--- src/rtl/fact_pkg.sv ---
package fact_pkg;

  localparam logic [7:0] OFS_ID    = 8'h00;
  localparam logic [7:0] OFS_SCR   = 8'h04;
  localparam logic [7:0] OFS_OPR   = 8'h08;
  localparam logic [7:0] OFS_STAT  = 8'h20;
  localparam logic [7:0] OFS_LIMIT = 8'h80;

  localparam logic [31:0] ID_WORD = 32'h010000ED;

  localparam int STAT_BUSY_BIT = 0;
  localparam int STAT_IEN_BIT  = 7;

  // access size code: log2 of the byte count
  localparam logic [1:0] SZ_WORD = 2'b10;

  typedef enum logic [2:0] {
    SEL_NONE,
    SEL_ID,
    SEL_SCR,
    SEL_OPR,
    SEL_STAT,
    SEL_BAD
  } rsel_e;

endpackage

--- src/rtl/fact_bus_dec.sv ---
module fact_bus_dec
  import fact_pkg::*;
#(
  parameter int ADDR_W = 20
) (
  input  logic [ADDR_W-1:0] addr_i,
  input  logic              wr_i,
  input  logic [1:0]        size_i,
  output rsel_e             rsel_o,
  output logic              wr_scr_o,
  output logic              wr_opr_o,
  output logic              wr_stat_o
);

  logic low_win;
  logic size_ok;
  logic acc_ok;

  assign low_win = (addr_i < ADDR_W'(OFS_LIMIT));
  assign size_ok = (size_i == SZ_WORD);
  assign acc_ok  = low_win && size_ok;

  always_comb begin
    rsel_o = SEL_NONE;
    if (low_win && !size_ok) begin
      rsel_o = SEL_BAD;
    end else if (acc_ok) begin
      if (addr_i == ADDR_W'(OFS_ID))        rsel_o = SEL_ID;
      else if (addr_i == ADDR_W'(OFS_SCR))  rsel_o = SEL_SCR;
      else if (addr_i == ADDR_W'(OFS_OPR))  rsel_o = SEL_OPR;
      else if (addr_i == ADDR_W'(OFS_STAT)) rsel_o = SEL_STAT;
    end
  end

  assign wr_scr_o  = wr_i && acc_ok && (addr_i == ADDR_W'(OFS_SCR));
  assign wr_opr_o  = wr_i && acc_ok && (addr_i == ADDR_W'(OFS_OPR));
  assign wr_stat_o = wr_i && acc_ok && (addr_i == ADDR_W'(OFS_STAT));

endmodule

--- src/rtl/fact_engine.sv ---
module fact_engine #(
  parameter int DATA_W = 32
) (
  input  logic              clk,
  input  logic              rst,
  input  logic              start_i,
  input  logic [DATA_W-1:0] operand_i,
  output logic              busy_o,
  output logic [DATA_W-1:0] value_o,
  output logic              finish_o
);

  localparam logic [DATA_W-1:0] ONE = DATA_W'(1);

  logic              busy_q;
  logic [DATA_W-1:0] acc_q;
  logic [DATA_W-1:0] cnt_q;
  logic [DATA_W-1:0] prod;
  logic              last_step;

  assign prod      = acc_q * cnt_q;
  assign last_step = (cnt_q <= ONE);

  always_ff @(posedge clk) begin
    if (rst) begin
      busy_q <= 1'b0;
      acc_q  <= '0;
      cnt_q  <= '0;
    end else if (!busy_q) begin
      if (start_i) begin
        busy_q <= 1'b1;
        acc_q  <= (operand_i == '0) ? ONE : operand_i;
        cnt_q  <= (operand_i <= ONE) ? '0 : operand_i - ONE;
      end
    end else if (last_step) begin
      busy_q <= 1'b0;
    end else begin
      acc_q <= prod;
      cnt_q <= cnt_q - ONE;
    end
  end

  assign busy_o   = busy_q;
  assign value_o  = acc_q;
  assign finish_o = busy_q && last_step;


  start_sets_busy_chk: assert property (@(posedge clk) disable iff (rst)
    (start_i && !busy_q) |=> (busy_q && value_o == (($past(operand_i) == '0) ? ONE : $past(operand_i))));


  busy_start_ignored_chk: assert property (@(posedge clk) disable iff (rst)
    (start_i && busy_q && !last_step) |=> (cnt_q == $past(cnt_q) - ONE));


  finish_hold_chk: assert property (@(posedge clk) disable iff (rst)
    finish_o |=> (!busy_o && $stable(value_o)));

endmodule

--- src/rtl/fact_regs.sv ---
module fact_regs
  import fact_pkg::*;
#(
  parameter int DATA_W = 32
) (
  input  logic              clk,
  input  logic              rst,
  input  rsel_e             rsel_i,
  input  logic              wr_scr_i,
  input  logic              wr_stat_i,
  input  logic [DATA_W-1:0] wdata_i,
  input  logic              busy_i,
  input  logic [DATA_W-1:0] value_i,
  input  logic              finish_i,
  output logic [DATA_W-1:0] rdata_o,
  output logic              evt_o
);

  logic [DATA_W-1:0] scratch_q;
  logic              irq_en_q;
  logic [DATA_W-1:0] rdata_q;
  logic              evt_q;
  logic [DATA_W-1:0] stat_word;
  logic [DATA_W-1:0] rd_next;

  always_comb begin
    stat_word = '0;
    stat_word[STAT_BUSY_BIT] = busy_i;
    stat_word[STAT_IEN_BIT]  = irq_en_q;
  end

  always_comb begin
    unique case (rsel_i)
      SEL_ID:   rd_next = DATA_W'(ID_WORD);
      SEL_SCR:  rd_next = scratch_q;
      SEL_OPR:  rd_next = value_i;
      SEL_STAT: rd_next = stat_word;
      SEL_BAD:  rd_next = '1;
      default:  rd_next = '0;
    endcase
  end

  always_ff @(posedge clk) begin
    if (rst) begin
      scratch_q <= '0;
      irq_en_q  <= 1'b0;
      rdata_q   <= '0;
      evt_q     <= 1'b0;
    end else begin
      if (wr_scr_i)  scratch_q <= ~wdata_i;
      if (wr_stat_i) irq_en_q  <= wdata_i[STAT_IEN_BIT];
      rdata_q <= rd_next;
      evt_q   <= finish_i && irq_en_q;
    end
  end

  assign rdata_o = rdata_q;
  assign evt_o   = evt_q;


  id_word_chk: assert property (@(posedge clk) disable iff (rst)
    (rsel_i == SEL_ID) |=> (rdata_o == DATA_W'(ID_WORD)));


  scratch_inv_chk: assert property (@(posedge clk) disable iff (rst)
    wr_scr_i |=> (scratch_q == ~$past(wdata_i)));


  busy_mirror_chk: assert property (@(posedge clk) disable iff (rst)
    (rsel_i == SEL_STAT) |=> (rdata_o[STAT_BUSY_BIT] == $past(busy_i)));


  evt_cause_chk: assert property (@(posedge clk) disable iff (rst)
    evt_o |-> $past(finish_i && irq_en_q));


  bad_size_ones_chk: assert property (@(posedge clk) disable iff (rst)
    (rsel_i == SEL_BAD) |=> (&rdata_o));

endmodule

--- src/rtl/fact_accel.sv ---
module fact_accel
  import fact_pkg::*;
#(
  parameter int ADDR_W = 20,
  parameter int DATA_W = 32
) (
  input  logic              clk,
  input  logic              rst,
  input  logic [ADDR_W-1:0] bus_addr,
  input  logic              bus_wr,
  input  logic [DATA_W-1:0] bus_wdata,
  input  logic [1:0]        bus_size,
  output logic [DATA_W-1:0] bus_rdata,
  output logic              done_evt
);

  rsel_e             rsel;
  logic              wr_scr;
  logic              wr_opr;
  logic              wr_stat;
  logic              busy;
  logic [DATA_W-1:0] value;
  logic              finish;

  fact_bus_dec #(.ADDR_W(ADDR_W)) u_dec (
    .addr_i    (bus_addr),
    .wr_i      (bus_wr),
    .size_i    (bus_size),
    .rsel_o    (rsel),
    .wr_scr_o  (wr_scr),
    .wr_opr_o  (wr_opr),
    .wr_stat_o (wr_stat)
  );

  fact_engine #(.DATA_W(DATA_W)) u_eng (
    .clk       (clk),
    .rst       (rst),
    .start_i   (wr_opr),
    .operand_i (bus_wdata),
    .busy_o    (busy),
    .value_o   (value),
    .finish_o  (finish)
  );

  fact_regs #(.DATA_W(DATA_W)) u_regs (
    .clk       (clk),
    .rst       (rst),
    .rsel_i    (rsel),
    .wr_scr_i  (wr_scr),
    .wr_stat_i (wr_stat),
    .wdata_i   (bus_wdata),
    .busy_i    (busy),
    .value_i   (value),
    .finish_i  (finish),
    .rdata_o   (bus_rdata),
    .evt_o     (done_evt)
  );


  evt_with_busy_fall_chk: assert property (@(posedge clk) disable iff (rst)
    done_evt |-> $fell(busy));


  evt_single_chk: assert property (@(posedge clk) disable iff (rst)
    done_evt |=> !done_evt);

endmodule

--- config.mk ---
export PLATFORM = sky130hd
export DESIGN_NAME = fact_accel
export DESIGN_NICKNAME = d
export VERILOG_FILES = /design/src/rtl/fact_pkg.sv /design/src/rtl/fact_bus_dec.sv /design/src/rtl/fact_engine.sv /design/src/rtl/fact_regs.sv /design/src/rtl/fact_accel.sv
export SDC_FILE = /design/constraint.sdc
export NUM_CORES = 2
export LEC_CHECK = 0
export BUFFER_PORTS_ARGS = -buffer_cell sky130_fd_sc_hd__buf_4
export CAP_MARGIN = 5
export CORE_MARGIN = 1
export CORE_UTILIZATION = 55
export DETAILED_ROUTE_END_ITERATION = 16
export PLACE_DENSITY_LB_ADDON = 0.12
export SLEW_MARGIN = 20
export SYNTH_ARGS = -nofsm -noshare
export SYNTH_HDL_FRONTEND = slang
export SYNTH_SLANG_ARGS = --single-unit
export TNS_END_PERCENT = 50
--- constraint.sdc ---
create_clock -name clk -period 21.1 [get_ports clk]
set_clock_uncertainty 0.05 [all_clocks]
set_input_delay 4.22 -clock clk [delete_from_list [all_inputs] [get_ports clk]]
set_output_delay 4.22 -clock clk [all_outputs]
set_load 0.01 [all_outputs]
== Yosys cells after proc, flatten, opt, wreduce, memory -nomap -nowiden ==
Cells that the tools add are included.

* Add/subtract/negate cells: 2
* Multipliers: 1
* Magnitude comparators: 3
* Eq/ne operators: 10
* Multiplexer cells: 18
* Bitwise operators: 1
* Reduce and logical (&&, ||, !) cells: 13

{| class="wikitable"
|+ Operators with widths
! kind !! number
|-
| 32-bit 2-to-1 mux || 8
|-
| 32-bit case mux with 5 select lines || 1
|-
| 32-bit by 1-bit less-or-equal comparator with 1-bit output (second input constant) || 2
|-
| 32-bit by 1-bit subtractor with 32-bit output (second input constant) || 2
|-
| 32-bit logical NOT || 1
|-
| 32-bit by 32-bit multiplier with 32-bit output || 1
|-
| 32-bit inverter || 1
|-
| 20-bit by 3-bit == test with 1-bit output (second input constant) || 1
|-
| 20-bit by 4-bit == test with 1-bit output (second input constant) || 1
|-
| 20-bit by 6-bit == test with 1-bit output (second input constant) || 1
|-
| 20-bit logical NOT || 1
|-
| 20-bit by 8-bit less-than comparator with 1-bit output (second input constant) || 1
|-
| 3-bit 2-to-1 mux || 6
|-
| 1-bit logical AND || 8
|-
| 3-bit by 2-bit == test with 1-bit output (second input constant) || 2
|-
| 3-bit == test (second input constant) || 2
|-
| 3-bit by 1-bit == test with 1-bit output (second input constant) || 1
|-
| 1-bit 2-to-1 mux || 3
|-
| 2-bit == test (second input constant) || 1
|-
| 2-bit inequality test (second input constant) || 1
|-
| 2-bit AND reduction || 1
|-
| 2-bit nonzero test || 1
|-
| 1-bit logical NOT || 1
|}

* Flip-flop bits (word level): 131
* Input port bits: 57
* Output and inout port bits: 33
* Logic and storage cells: 55

== Depth between registers and ports, before layout ==
* Depth after elaboration: 9
* Mapped depth: 27
* Depth with buffers taken out: 25

== Cells and area by module ==
Synthesis repeated with hierarchy kept, for this count alone.

* Cell total of the unflattened synthesis: 2552
* Area, all modules: 22660.5 µm²

{| class="wikitable"
|+ Modules (own cells, without submodules)
! module !! instances !! cells an instance !! area an instance (µm²) !! sequential area each (µm²)
|-
| fact_engine || 1 || 2262 || 19871.6 || 1301.2
|-
| fact_regs || 1 || 265 || 2613.8 || 1321.3
|-
| fact_bus_dec || 1 || 25 || 175.2 || 0.0
|}

== Worst setup path before layout ==
Ideal clock, no wire load.

* Path kind: register to register
* From: reg u_eng.cnt_q[3]
* To: reg u_eng.acc_q[30] (netlist: u_eng.value_o[30])
* Library setup time: 0.124 ns
* Arrival: 6.935 ns
* Required time: 20.926 ns
* Slack: 13.991 ns
* Stages on the path, launching flop included: 26
* Buffers on the path: 3
* Clock period less this slack: 7.109 ns
* Cell sequence: dfxtp_1 > clkbuf_1 > clkbuf_1 > clkbuf_1 > nand2_1 > fa_1 > inv_1 > fa_1 > inv_1 > fa_1 > fa_1 > inv_1 > fa_1 > fa_1 > fa_1 > fa_1 > ha_1 > nand3_1 > or2_2 > or3_1 > o221a_2 > a21oi_1 > and2_1 > nor4_1 > a21oi_1 > a31oi_1

* Word-level cells in the longest chain between the ends: 3
* Elaborated cells on any way between the ends: 6
* Those cells by class: 1 x mul; 1 x order compare; 1 x eq/ne; 2 x mux; 1 x reduce/logical

{| class="wikitable"
|+ RTL lines
! what !! RTL line !! source
|-
| start, declared || fact_engine.sv:17 || <nowiki>logic [DATA_W-1:0] cnt_q;</nowiki>
|-
| start signal, assigned || fact_engine.sv:33 || <nowiki>cnt_q <= (operand_i <= ONE) ? '0 : operand_i - ONE;</nowiki>
|-
| start signal, assigned || fact_engine.sv:39 || <nowiki>cnt_q <= cnt_q - ONE;</nowiki>
|-
| 32-bit by 32-bit multiplier with 32-bit output or 32-bit by 1-bit less-or-equal comparator with 1-bit output (tied branches) || fact_engine.sv:21, fact_engine.sv:22 ||
|-
| 32-bit 2-to-1 mux or 2-bit inequality test (tied branches) || - ||
|-
| 32-bit 2-to-1 mux or 2-bit AND reduction (tied branches) || - ||
|-
| end signal, assigned || fact_engine.sv:32 || <nowiki>acc_q <= (operand_i == '0) ? ONE : operand_i;</nowiki>
|-
| end signal, assigned || fact_engine.sv:38 || <nowiki>acc_q <= prod;</nowiki>
|-
| end, declared || fact_engine.sv:16 || <nowiki>logic [DATA_W-1:0] acc_q;</nowiki>
|}

Several ways; a longest one is shown, not always the timed one. The select of a mux whose other input is x is not followed.
A chain may end at the register's enable or synchronous reset.

== Worst setup path after layout ==
* From: reg u_eng.acc_q[5] (netlist: u_eng.value_o[5])
* To: reg u_eng.acc_q[26] (netlist: u_eng.value_o[26])

* Word-level cells in the longest chain between the ends: 3

{| class="wikitable"
|+ RTL lines
! what !! RTL line !! source
|-
| 32-bit by 32-bit multiplier with 32-bit output || fact_engine.sv:21 || <nowiki>assign prod = acc_q * cnt_q;</nowiki>
|-
| 32-bit 2-to-1 mux || fact_engine.sv:35 || <nowiki>end else if (last_step) begin</nowiki>
|-
| 32-bit 2-to-1 mux || fact_engine.sv:29 || <nowiki>end else if (!busy_q) begin</nowiki>
|}

No other way between the ends. The select of a mux whose other input is x is not followed.

==> impl_results.md <==
- Post-Synthesis Cells: 2559
- # diodes: 0
- Final min period: 7840 ps
- Critical path arrival: 8080 ps
- GRT Resource Usage Total: 33.6%
- Antenna violations before repair: 3
- Port-buffer cells: 89
- Setup violators final: 0
- Worst-Skew Late Latency: 430 ps
- Critical path class: flop to flop
- Reg2Reg Depth: 23
- Fin util: 59.9%
- Total vias in the final route: 17900
- Final ANT Viol Nets: 0
- Synth top area share: 36.5%
- Worst Hold Class: flop to flop
- Number of global-route vias before repair: 19000
- R2R setup slack: 13260 ps
- Synthesized area per cell: 8.75 sq um
- Fmax: 0.128 GHz
- Drt wl/cell: 21.4 um
- Most used cell along the critical path: fa_1
- Fillers: 3423
- Power density over the cells: 25.1 nW/um^2
- Worst path depth: 23
- Max-cap violations: 0
- Setup_tns: 0 ps
- CP Capture Point: u_eng.value_o[26]
- Yosys synthesis warning count: 0
- Crit path buf inv count: 4
- Worst vdd ir: 0.0532 mV
- Clk sink count: 131
- Clock H-tree levels: 4
- CP cell instances: and2_1 > fa_1 > inv_1 > fa_1 > fa_1 > inv_1 > fa_1 > ha_1 > ha_1 > inv_1 > fa_1 > inv_1 > fa_1 > ha_1 > a211oi_1 > o211ai_1 > a22oi_1 > o31a_1 > o21ai_0 > a2111oi_0 > o221ai_1 > o21ai_1 > nor2_1
- Row cnt: 73
- Worst-path fanout max: 21
- Most common cell in the synthesized netlist: fa_1
- Gpl congestion: 0.919
- Setup bufs post-CTS: 0
- Iteration-0 DRC count of the detailed router: 1570
- Hold Worst Slack: 415 ps
- Post-synth top flop: dfxtp_1
- Cell family with most CP delay: adder cells
- Clock root buffer: clkbuf_16
- Number of distinct library cells after synthesis: 72
- Cts bufs inserted: 17
- Final wirelength: 65700 um
- Post-Synth Adder-Cell Area: 43.6%
- Synth async-reset ratio: 0%
- First-pass GRT wire length: 107000 um
- Crit end category: flop
- Initial core utilization: 56.1%
- Core area: 39900 sq um
- I/O pin count: 90
- R2r startpoint: u_eng.value_o[5]
- First drt pass iteration count: 6
- Area leader, netlist: fa_1
- Worst-Margin Slew: 1130 ps
- CTS tree: done
- R2r endpoint: u_eng.value_o[26]
- Slew Viols, Final: 0
- Clock transition at path regs: 70 ps
- P_leak: 10.8 nW
- Vias per cell: 5.84
- Commonest cells post-synth: fa_1 (408), inv_1 (388), nand2_1 (338)
- Mapped Nets: 3151
- Hold violation count in the final report: 0
- Register area share after synthesis: 11.7%
- Slew margin rel.: 24.5%
- EDFF count, synth: 0
- Die Footprint: 41500 sq um
- Max clock buf depth: 2
- Largest family of logic cells by synthesized area: adder cells
- Syn Std Cell Area: 22400 sq um
- Worst setup SP type: flop
- Post-cts resize count: 0
- Period utilization: 37.1%
- Final-stage net count: 3119
- XOR/XNOR share of the synthesized area: 4.46%
- Worst path slowest cell: dfxtp_1
- P&R area growth vs syn: 6.80%
- Area contributors post-synth: fa_1 (36%), dfxtp_1 (12%), and2_1 (8.7%)
- Cts hold-fix bufs: 0
- Crit path largest cell delay: 1070 ps
- Outcome: finished clean
- Share of layout cells above drive strength 1: 8.03%
- Post-synthesis mux area share: 0.632%
- DRC Markers: 0
- Total grt overflow: 0
- RSZ-0062 raised after global routing: false
- Crit path launch: u_eng.value_o[5]
- WP data required: 21340 ps
- Chip width: 204 um
- Pin count of the biggest net entering global routing: 91
- DP Wirelength: 49400 um
- Die Y: 204 um
- Simple-gate share of the synthesized area: 19.6%
- Yosys reg bits: 131
- Compound-Gate Fraction of Synth Area: 10.1%
-- worst min path at each step --
stage                     cells after the start                  to                  from  slack, ps
final                                         2   u_regs.rdata_o[6]   u_regs.scratch_q[6]        410
after global routing                          2  u_regs.rdata_o[24]  u_regs.scratch_q[24]        440
after CTS                                     2   u_regs.rdata_o[6]   u_regs.scratch_q[6]        410
after detailed placement                      2   u_regs.rdata_o[6]   u_regs.scratch_q[6]        400
after global placement                        2     u_regs.irq_en_q       u_regs.irq_en_q        400
after floorplan                               2  u_regs.rdata_o[24]  u_regs.scratch_q[24]        380
-- flip-flops by register name, summed over array words and instances (netlist names) --
register / flops
u_eng.cnt_q: 32
u_regs.scratch_q: 32
u_regs.irq_en_q: 1
u_eng.busy_o: 1
u_eng.value_o: 32
u_regs.evt_o: 1
u_regs.rdata_o: 32
-- metal layers --
metal,GRT usage [%],up-vias,part of all wire [%]
li1,-,7894,-
met1,46.4,9001,42
met2,54.1,846,46
met3,3.76,157,7.5
met4,12.9,2,3.8
met5,0,-,0.020
-- layout make-up --
type                            count  area (sq um)  area share (%)
Clock inverter                     11           175           0.733
Tap cell                          525           657            2.75
Clock buffer                       20           457            1.91
Sequential cell                   131          2630            11.0
Inverter                          388          1460            6.09
Timing Repair Buffer              127           953            3.99
Multi-Input combinational cell   1862         17600            73.5
-- tightest hold or removal path: stages, from the launching register on --
cell     delay (ps)
dfxtp_1         310
nand2_1          60
a21oi_1          50
-- layout by cell type, fill, tap and decap left out, types with 37 or more instances in the layout --
cell type	netlist	final
a21oi_1	86	85
fa_1	408	408
o21ai_0	61	60
nand2_1	338	337
nor2_1	93	92
dfxtp_1	131	128
ha_1	127	127
xnor2_1	87	87
inv_1	388	388
buf_4	1	127
a211oi_1	37	37
and2_1	313	313
-- through the flow --
| stage | power, mW | worst slack [ps] | instance area (sq um) | instances |
|---|---|---|---|---|
| after floorplan | 0.265 | 13990 | 22400 | 2559 |
| after global placement | 0.282 | 13300 | 23300 | 3033 |
| after detailed placement | 0.282 | 13300 | 23300 | 3033 |
| after CTS | 0.601 | 13310 | 23900 | 3064 |
| after global routing | 0.613 | 12840 | 23900 | 3064 |
| final | 0.601 | 13260 | 23900 | 3064 |
-- cell families (layout without fill, tap and decap cells) --
group	count (synthesis)	after routing
AO/OA/AOI/OAI	331	331
buffers and inverters	566	546
AND/OR/NAND/NOR	868	868
multiplexers	14	14
flip-flops	131	131
adder cells (fa/ha/maj)	535	535
XOR/XNOR	114	114
-- power breakdown --
part	internal, mW	switching [mW]
Clock	0.205	0.118
Sequential	0.247	0.000000490
Combinational	0.0121	0.0186
Total	0.464	0.137
Note: power is estimated with default switching activity, not from simulation.
